File: src/rtl/setup_rxq_pkg.sv
// Shared constants, state type and word builder for the SETUP receive-queue
// writer. Assumes a 32-bit receive FIFO word and 4-bit endpoint numbers.
package setup_rxq_pkg;

    localparam int EP_W       = 4;
    localparam int BCNT_W     = 11;
    localparam int WORD_W     = 32;
    localparam int SETUP_LEN  = 8;

    localparam logic [3:0] STS_SETUP_DATA = 4'h6;
    localparam logic [3:0] STS_STAGE_DONE = 4'h4;

    typedef enum logic [2:0] {
        SQ_IDLE,
        SQ_CTRL,
        SQ_LO,
        SQ_HI,
        SQ_DONE
    } sq_state_t;

    // Builds a control word: ep [3:0], byte count [14:4], status [20:17].
    function automatic logic [WORD_W-1:0] ctrl_word(
        input logic [3:0]        sts,
        input logic [EP_W-1:0]   ep,
        input logic [BCNT_W-1:0] bcnt
    );
        return {11'd0, sts, 2'b00, bcnt, ep};
    endfunction

endpackage

File: src/rtl/setup_rxq_seq.sv
// Entry sequencer: captures an accepted SETUP packet, emits control word,
// low payload word and high payload word on consecutive cycles, and then any
// deferred stage-done word. Assumes the FIFO always takes a write.
// SETUP strobes are only accepted in the idle or stage-done cycles.
module setup_rxq_seq
    import setup_rxq_pkg::*;
(
    input  logic                 clk,
    input  logic                 rst_n,
    input  logic                 setup_vld,
    input  logic [EP_W-1:0]      setup_ep,
    input  logic [63:0]          setup_bytes,
    input  logic                 stage_vld,
    input  logic [EP_W-1:0]      stage_ep,
    output logic                 setup_acc,
    output logic                 fifo_wr,
    output logic [WORD_W-1:0]    fifo_wdata,
    output logic                 nak_pulse,
    output logic [EP_W-1:0]      nak_ep
);

    sq_state_t           state_q, state_d;
    logic [EP_W-1:0]     pkt_ep_q;
    logic [63:0]         pkt_bytes_q;
    logic [EP_W-1:0]     stg_ep_q;
    logic                stg_pend_q;
    logic                stg_pend_d;
    logic                can_take;

    // Acceptance window: only between entries.
    assign can_take  = (state_q == SQ_IDLE) || (state_q == SQ_DONE);
    assign setup_acc = setup_vld && can_take;

    // Next-state and pending-marker decision.
    always_comb begin
        state_d    = state_q;
        stg_pend_d = stg_pend_q;
        unique case (state_q)
            SQ_IDLE, SQ_DONE: begin
                if (setup_vld) begin
                    state_d    = SQ_CTRL;
                    stg_pend_d = stage_vld;
                end else if (stage_vld) begin
                    state_d    = SQ_DONE;
                end else begin
                    state_d    = SQ_IDLE;
                end
            end
            SQ_CTRL: begin
                state_d    = SQ_LO;
                stg_pend_d = stg_pend_q || stage_vld;
            end
            SQ_LO: begin
                state_d    = SQ_HI;
                stg_pend_d = stg_pend_q || stage_vld;
            end
            SQ_HI: begin
                state_d    = (stg_pend_q || stage_vld) ? SQ_DONE : SQ_IDLE;
                stg_pend_d = 1'b0;
            end
            default: begin
                state_d    = SQ_IDLE;
                stg_pend_d = 1'b0;
            end
        endcase
    end

    // State, pending flag and NAK pulse registers.
    always_ff @(posedge clk) begin
        if (!rst_n) begin
            state_q    <= SQ_IDLE;
            stg_pend_q <= 1'b0;
            nak_pulse  <= 1'b0;
        end else begin
            state_q    <= state_d;
            stg_pend_q <= stg_pend_d;
            nak_pulse  <= setup_acc;
        end
    end

    // Packet and stage-endpoint capture.
    always_ff @(posedge clk) begin
        if (!rst_n) begin
            pkt_ep_q    <= '0;
            pkt_bytes_q <= '0;
            stg_ep_q    <= '0;
        end else begin
            if (setup_acc) begin
                pkt_ep_q    <= setup_ep;
                pkt_bytes_q <= setup_bytes;
            end
            if (stage_vld) begin
                stg_ep_q <= stage_ep;
            end
        end
    end

    assign nak_ep  = pkt_ep_q;
    assign fifo_wr = (state_q != SQ_IDLE);

    // Word selection for the current write cycle.
    always_comb begin
        unique case (state_q)
            SQ_CTRL: fifo_wdata = ctrl_word(STS_SETUP_DATA, pkt_ep_q,
                                            BCNT_W'(SETUP_LEN));
            SQ_LO:   fifo_wdata = pkt_bytes_q[31:0];
            SQ_HI:   fifo_wdata = pkt_bytes_q[63:32];
            SQ_DONE: fifo_wdata = ctrl_word(STS_STAGE_DONE, stg_ep_q, '0);
            default: fifo_wdata = '0;
        endcase
    end

endmodule

File: src/rtl/setup_rxq_count.sv
// SETUP counter and run tracker: a loadable down-counter that stops at zero
// and a saturating run length of SETUPs since the last stage change. A sticky
// flag is set once the run exceeds RUN_LIMIT. Assumes one-cycle strobes.
module setup_rxq_count #(
    parameter int CNT_W     = 2,
    parameter int RUN_LIMIT = 3
) (
    input  logic             clk,
    input  logic             rst_n,
    input  logic             setup_acc,
    input  logic             stage_vld,
    input  logic             cnt_load,
    input  logic [CNT_W-1:0] cnt_load_val,
    output logic [CNT_W-1:0] setup_cnt,
    output logic             b2b_flag
);

    localparam int RUN_W = $clog2(RUN_LIMIT + 2);
    localparam logic [RUN_W-1:0] RUN_MAX = RUN_W'(RUN_LIMIT + 1);
    localparam logic [RUN_W-1:0] RUN_TRIP = RUN_W'(RUN_LIMIT);

    logic [RUN_W-1:0] run_q;

    // Down-counter with load priority and a floor at zero.
    always_ff @(posedge clk) begin
        if (!rst_n) begin
            setup_cnt <= '0;
        end else if (cnt_load) begin
            setup_cnt <= cnt_load_val;
        end else if (setup_acc && (setup_cnt != '0)) begin
            setup_cnt <= setup_cnt - 1'b1;
        end
    end

    // Run length of SETUPs since the last stage change.
    always_ff @(posedge clk) begin
        if (!rst_n) begin
            run_q <= '0;
        end else if (stage_vld) begin
            run_q <= '0;
        end else if (setup_acc && (run_q != RUN_MAX)) begin
            run_q <= run_q + 1'b1;
        end
    end

    // Sticky over-run flag, cleared by a counter load.
    always_ff @(posedge clk) begin
        if (!rst_n) begin
            b2b_flag <= 1'b0;
        end else if (cnt_load) begin
            b2b_flag <= 1'b0;
        end else if (setup_acc && (run_q >= RUN_TRIP)) begin
            b2b_flag <= 1'b1;
        end
    end

endmodule

File: src/rtl/setup_rxq_writer.sv
// Top of the SETUP receive-queue writer: joins the entry sequencer and the
// counter/run tracker. Assumes the FIFO behind fifo_wr always has room.
module setup_rxq_writer
    import setup_rxq_pkg::*;
#(
    parameter int CNT_W     = 2,
    parameter int RUN_LIMIT = 3
) (
    input  logic             clk,
    input  logic             rst_n,
    input  logic             setup_vld,
    input  logic [3:0]       setup_ep,
    input  logic [63:0]      setup_bytes,
    input  logic             stage_vld,
    input  logic [3:0]       stage_ep,
    input  logic             cnt_load,
    input  logic [CNT_W-1:0] cnt_load_val,
    output logic             fifo_wr,
    output logic [31:0]      fifo_wdata,
    output logic             nak_in_set,
    output logic             nak_out_set,
    output logic [3:0]       nak_ep,
    output logic [CNT_W-1:0] setup_cnt,
    output logic             b2b_flag
);

    logic setup_acc;
    logic nak_pulse;

    setup_rxq_seq u_seq (
        .clk         (clk),
        .rst_n       (rst_n),
        .setup_vld   (setup_vld),
        .setup_ep    (setup_ep),
        .setup_bytes (setup_bytes),
        .stage_vld   (stage_vld),
        .stage_ep    (stage_ep),
        .setup_acc   (setup_acc),
        .fifo_wr     (fifo_wr),
        .fifo_wdata  (fifo_wdata),
        .nak_pulse   (nak_pulse),
        .nak_ep      (nak_ep)
    );

    setup_rxq_count #(
        .CNT_W     (CNT_W),
        .RUN_LIMIT (RUN_LIMIT)
    ) u_cnt (
        .clk          (clk),
        .rst_n        (rst_n),
        .setup_acc    (setup_acc),
        .stage_vld    (stage_vld),
        .cnt_load     (cnt_load),
        .cnt_load_val (cnt_load_val),
        .setup_cnt    (setup_cnt),
        .b2b_flag     (b2b_flag)
    );

    // Both NAK directions are set together for a SETUP.
    assign nak_in_set  = nak_pulse;
    assign nak_out_set = nak_pulse;

endmodule

File: config.mk
export PLATFORM = sky130hd
export DESIGN_NAME = setup_rxq_writer
export DESIGN_NICKNAME = d
export VERILOG_FILES = /design/src/rtl/setup_rxq_pkg.sv /design/src/rtl/setup_rxq_seq.sv /design/src/rtl/setup_rxq_count.sv /design/src/rtl/setup_rxq_writer.sv
export SDC_FILE = /design/constraint.sdc
export NUM_CORES = 1
export LEC_CHECK = 0
export ABC_AREA = 1
export ABC_CLOCK_PERIOD_IN_PS = 1300
export CAP_MARGIN = 30
export CORE_ASPECT_RATIO = 0.7
export CORE_MARGIN = 2
export CORE_UTILIZATION = 47
export CTS_BUF_LIST = sky130_fd_sc_hd__clkbuf_8
export CTS_CLUSTER_DIAMETER = 100
export DETAILED_ROUTE_END_ITERATION = 16
export PLACE_DENSITY = 0.82
export SLEW_MARGIN = 0
export SYNTH_ARGS = -nofsm -noshare
export SYNTH_HDL_FRONTEND = slang
export SYNTH_SLANG_ARGS = --single-unit
File: constraint.sdc
create_clock -name clk -period 1.3 [get_ports clk]
set_input_delay 0.26 -clock clk [delete_from_list [all_inputs] [get_ports clk]]
set_output_delay 0.26 -clock clk [all_outputs]
set_load 0.1 [all_outputs]
==> flow_summary.yaml, run 1 <==
clock_network:
  hold_buffers: 0
  clk_path_buf_depth: 2
  cts_num_sinks: 83
  htree_levels: 3
  cts_root_buffer: "clkbuf_8"
  cts_made_buffers: 9
synthesis:
  synth.area.mux_share: 0
  yosys.area_share.simple: 0.3214
  synth_common_cells: "nor2_1 (159), nand2_1 (113), dfxtp_1 (83)"
  synth_edf_count: 0
  avgSynthCellArea_um2: 6.931
  synthAdderAreaFrac: 0.01416
  synth-seq-cells: 83
  syn-cell-area_mm2: 0.003535
  synth.distinct_cells: 20
  synthXorXnorAreaFrac: 0
  synth_top_family_by_area: "simple AND/OR/NAND/NOR gates"
  synth-compound-area-share: 0.1189
  syn_nets: 593
  synthCells: 510
  netlist.top_cell.by_area: "dfxtp_1"
  ys.flop_type: "dfxtp_1"
  yosys-top-cells-area: "dfxtp_1 (47%), nor2_1 (17%), nand2_1 (12%)"
  synth.most_common_cell: "nor2_1"
  synthArstFlopShare: 0
  netlist.area_leader.share: 0.4701
  synth_warnings: 0
  seq_area_frac_synth: 0.4701
floorplan:
  start_util: 0.4851
  io_pins: 121
  rows: 26
  die_w_um: 107.7
  fp.dieH_um: 76.56
grt:
  grt_max_degree: 52
  antenna_found_initial: 1
sta:
  worst_endpoint_kind: "top-level output"
  worst_endpoint: "fifo_wdata[3]"
place:
  dp_hpwl_mm: 7.684
  place.port_buffers: 120
  gp_congestion: 0.8202
outcome:
  outcome: "aborted with a tool error"
  first-error: "[ERROR DPL-0033] detailed placement checks failed during check placement."
  flow.stopped_at: "global routing (5_1_grt)"
## kinds of logic after synthesis
| logic type | count (synthesis) |
|---|---|
| compound gates | 84 |
| buf+inv | 48 |
| simple gates | 291 |
| flops | 83 |
| fa+ha+maj | 4 |
## metrics by stage
| step | setup TNS, ns | worst slack (ns) | area (um^2) | cells |
|---|---|---|---|---|
| global placement | -10.31 | -0.1425 | 5833 | 723 |
| detailed placement | -13.46 | -0.2194 | 5833 | 723 |
| floorplan | -4.201 | -0.5281 | 4044 | 510 |
| CTS | -19.11 | -0.5686 | 6225 | 744 |
## repair_timing
action / 4_1_cts
setup endpoints to repair: 42
pin swaps: 3
gates resized for setup: 45
cloned: 4
buffers inserted: 1
==> run 2: changes to the inputs <==
CORE_ASPECT_RATIO = unset   (was 0.7)
CORE_UTILIZATION = 40   (was 47)
CTS_BUF_LIST = unset   (was sky130_fd_sc_hd__clkbuf_8)
CTS_CLUSTER_DIAMETER = unset   (was 100)
PLACE_DENSITY = unset   (was 0.82)
PLACE_DENSITY_LB_ADDON = 0.15   (was unset)
==> run 2 against run 1 <==
Against the previous run: the flow now finishes, with violations (setup timing); synthesized cell count unchanged; synthesized area unchanged.
==> flow_summary.yaml, run 2 <==
floorplan:
  io_pins: 121
  die_w_um: 98.01
  coreArea_mm2: 0.008636
  fp.dieH_um: 98.01
  rows: 34
  die_area_mm2: 0.009605
  start_util: 0.4093
sta:
  finalMaxSlewViolations: 0
  post-route-min-period_ns: 1.904
  worstMarginPinSlew_ns: 0.6709
  finClkSkew_ns: 0.008314
  fmax_mhz: 525.1
  hold_viol: 0
  setup_ws_ns: -0.6044
  setup_viol: 110
  finalCritPeriodShare: 1.465
  grt_setup_unrepaired: "true"
  slew_headroom: 0.5520
grt:
  grt.total_usage: 0.2258
  grt_pass1_vias: 3780
  grt_pass1_wl_mm: 17.60
  grt_max_degree: 54
  antenna_found_initial: 0
  overflow: 0
setup_path:
  crit_path_frequent_cell: "buf_12"
  cp_slowest_stage_delay_ns: 0.32
  crit_slowest_cell: "dfxtp_2"
  cp_num_buf_inv: 3
  cp_top_family: "simple AND/OR/NAND/NOR gates"
  crit_chain: "inv_2 -> nand2_4 -> nor2_4 -> buf_12 -> nand2_1 -> nand2_8 -> buf_12"
  path_class: "reg2out"
  path_max_fanout: 17
  end_kind: "primary output"
  cp_data_arrival_time_ns: 1.64
  cp_data_required_time_ns: 1.04
  critPathLaunchType: "flip-flop"
route:
  drt-total-wl_mm: 14.40
  first_iter_violations: 148
  antenna_left: 0
  drtPass1Iterations: 4
  vias_per_cell: 5.373
  drc_errors: 0
  vias: 4175
  wire_per_inst_um: 18.54
clock_network:
  clk_path_buf_depth: 2
  cts_root_buffer: "clkbuf_8"
  cts_num_sinks: 83
  tritoncts: "yes"
  clock_latency_ns: 0.36
  htree_levels: 3
  hold_buffers: 0
  clk_transition_reported_paths_ns: 0.09
  cts_made_buffers: 9
cells_and_area:
  layout_commonest_cell: "nor2_1"
  syn_to_final_growth_pct: 106.4
  n_antenna_cell: 0
  drive_gt1_frac: 0.4170
  regMostFlops: "u_seq.pkt_bytes_q"
  fin_nets: 747
  final_cell_mix: "nor2_1 (132), clkdlybuf4s50_1 (76), dfxtp_1 (73)"
  largest_register_ffs: 64
synthesis:
  netlist.top_cell.by_area: "dfxtp_1"
  avgSynthCellArea_um2: 6.931
  synth_edf_count: 0
  syn_nets: 593
  synth_common_cells: "nor2_1 (159), nand2_1 (113), dfxtp_1 (83)"
  yosys-top-cells-area: "dfxtp_1 (47%), nor2_1 (17%), nand2_1 (12%)"
  netlist.area_leader.share: 0.4701
  syn-cell-area_mm2: 0.003535
  synth_warnings: 0
  synth.most_common_cell: "nor2_1"
  synthArstFlopShare: 0
  synthCells: 510
  ys.flop_type: "dfxtp_1"
  synth.distinct_cells: 20
  synth-seq-cells: 83
  seq_area_frac_synth: 0.4701
power:
  report.power.total_mw: 8.368
  peakVddDrop_v: 0.0007557
  powerDensity_mw_per_mm2: 1147
  p_leak_nw: 3.095
place:
  place.port_buffers: 120
  dp_slack_ns: -0.2218
  gp_congestion: 0.8103
  dp_hpwl_mm: 7.083
outcome:
  outcome: "complete, but fails checks"
  violations: "setup timing"
worst_hold_path:
  hold_class: "in2reg"
flow_run:
  cap_violations: 0
-- run 2: cell counts after synthesis --
Identical to the previous run, type by type.
-- run 2: where the power goes --
part / switching, mW / internal, mW / leakage [nW] / total, mW
Clock: 0.990 / 1.20 / 0.111 / 2.19
Combinational: 1.74 / 1.34 / 2.29 / 3.08
Sequential: 0.281 / 2.82 / 0.692 / 3.10
-- run 2: layer usage --
metal / up-vias / GRT usage / wire length, um
li1: 1927 / - / -
met1: 2002 / 0.2659 / 5366
met2: 195 / 0.4015 / 7481
met3: 51 / 0.04796 / 912
met4: 0 / 0.08654 / 642
met5: - / 0 / 0
-- run 2: cells by family (layout without fill, tap and decap cells) --
| logic type | after synthesis | count (layout) | share of synthesized area |
|---|---|---|---|
| AOI/OAI and AO/OA | 84 | 84 | 0.1189 |
| buffers and inverters | 48 | 205 | 0.07540 |
| adders and majority gates | 4 | 4 | 0.01416 |
| DFF | 83 | 83 | 0.4701 |
| and+or+nand+nor | 291 | 293 | 0.3214 |
-- run 2: path summary, 6_finish.rpt --
kind                            slack (ns)             startpoint  depth (start not counted)                     to
worst max-delay path                 -0.60       u_seq.state_q[2]                          7         fifo_wdata[23]
worst min-delay path                  0.20                  rst_n                          3     u_cnt.setup_cnt[0]
worst max register to register       -0.19       u_seq.state_q[1]                          8  u_seq.pkt_bytes_q[13]
worst min register to register        0.50  u_seq.pkt_bytes_q[32]                          2  u_seq.pkt_bytes_q[32]
-- run 2: through the flow --
step / cell area (um^2) / utilization / cells / hold slack, ns / setup TNS, ns
2_1_floorplan: 4044 / - / 510 / 0.3949 / -4.201
3_3_place_gp: 5863 / 0.6789 / 732 / 0.4623 / -14.69
3_5_place_dp: 5863 / 0.6789 / 732 / 0.4725 / -17.11
4_1_cts: 6520 / 0.7550 / 758 / 0.1946 / -18.65
5_1_grt: 7295 / 0.8447 / 777 / 0.1950 / -31.26
6_report: 7295 / 0.8447 / 777 / 0.2022 / -26.72
-- run 2: cell type report --
| cell class | count | area (um^2) |
|---|---|---|
| repair buffers | 169 | 2417 |
| well taps | 108 | 135.1 |
| repair inverters | 1 | 16.27 |
| clock buffers | 11 | 152.6 |
| multi-input cells | 381 | 2715 |
| fillers | 433 | 1341 |
| flip-flops and latches | 83 | 1684 |
| inverters | 19 | 90.09 |
| clock inverters | 5 | 83.83 |
-- run 2: tightest hold or removal path, cell delays in order --
cell	delay [ns]
buf_2	0.16
nand2_1	0.08
nor2_1	0.04
-- run 2: timing repair --
item                                    CTS  global route
hold endpoints to repair                  0             0
gates resized for setup                 129           128
buffers inserted                          7             4
endpoints found under the setup margin   36           108
pin swaps                                16            28
cloned                                    3            17
Note: power is estimated with default switching activity, not from simulation.
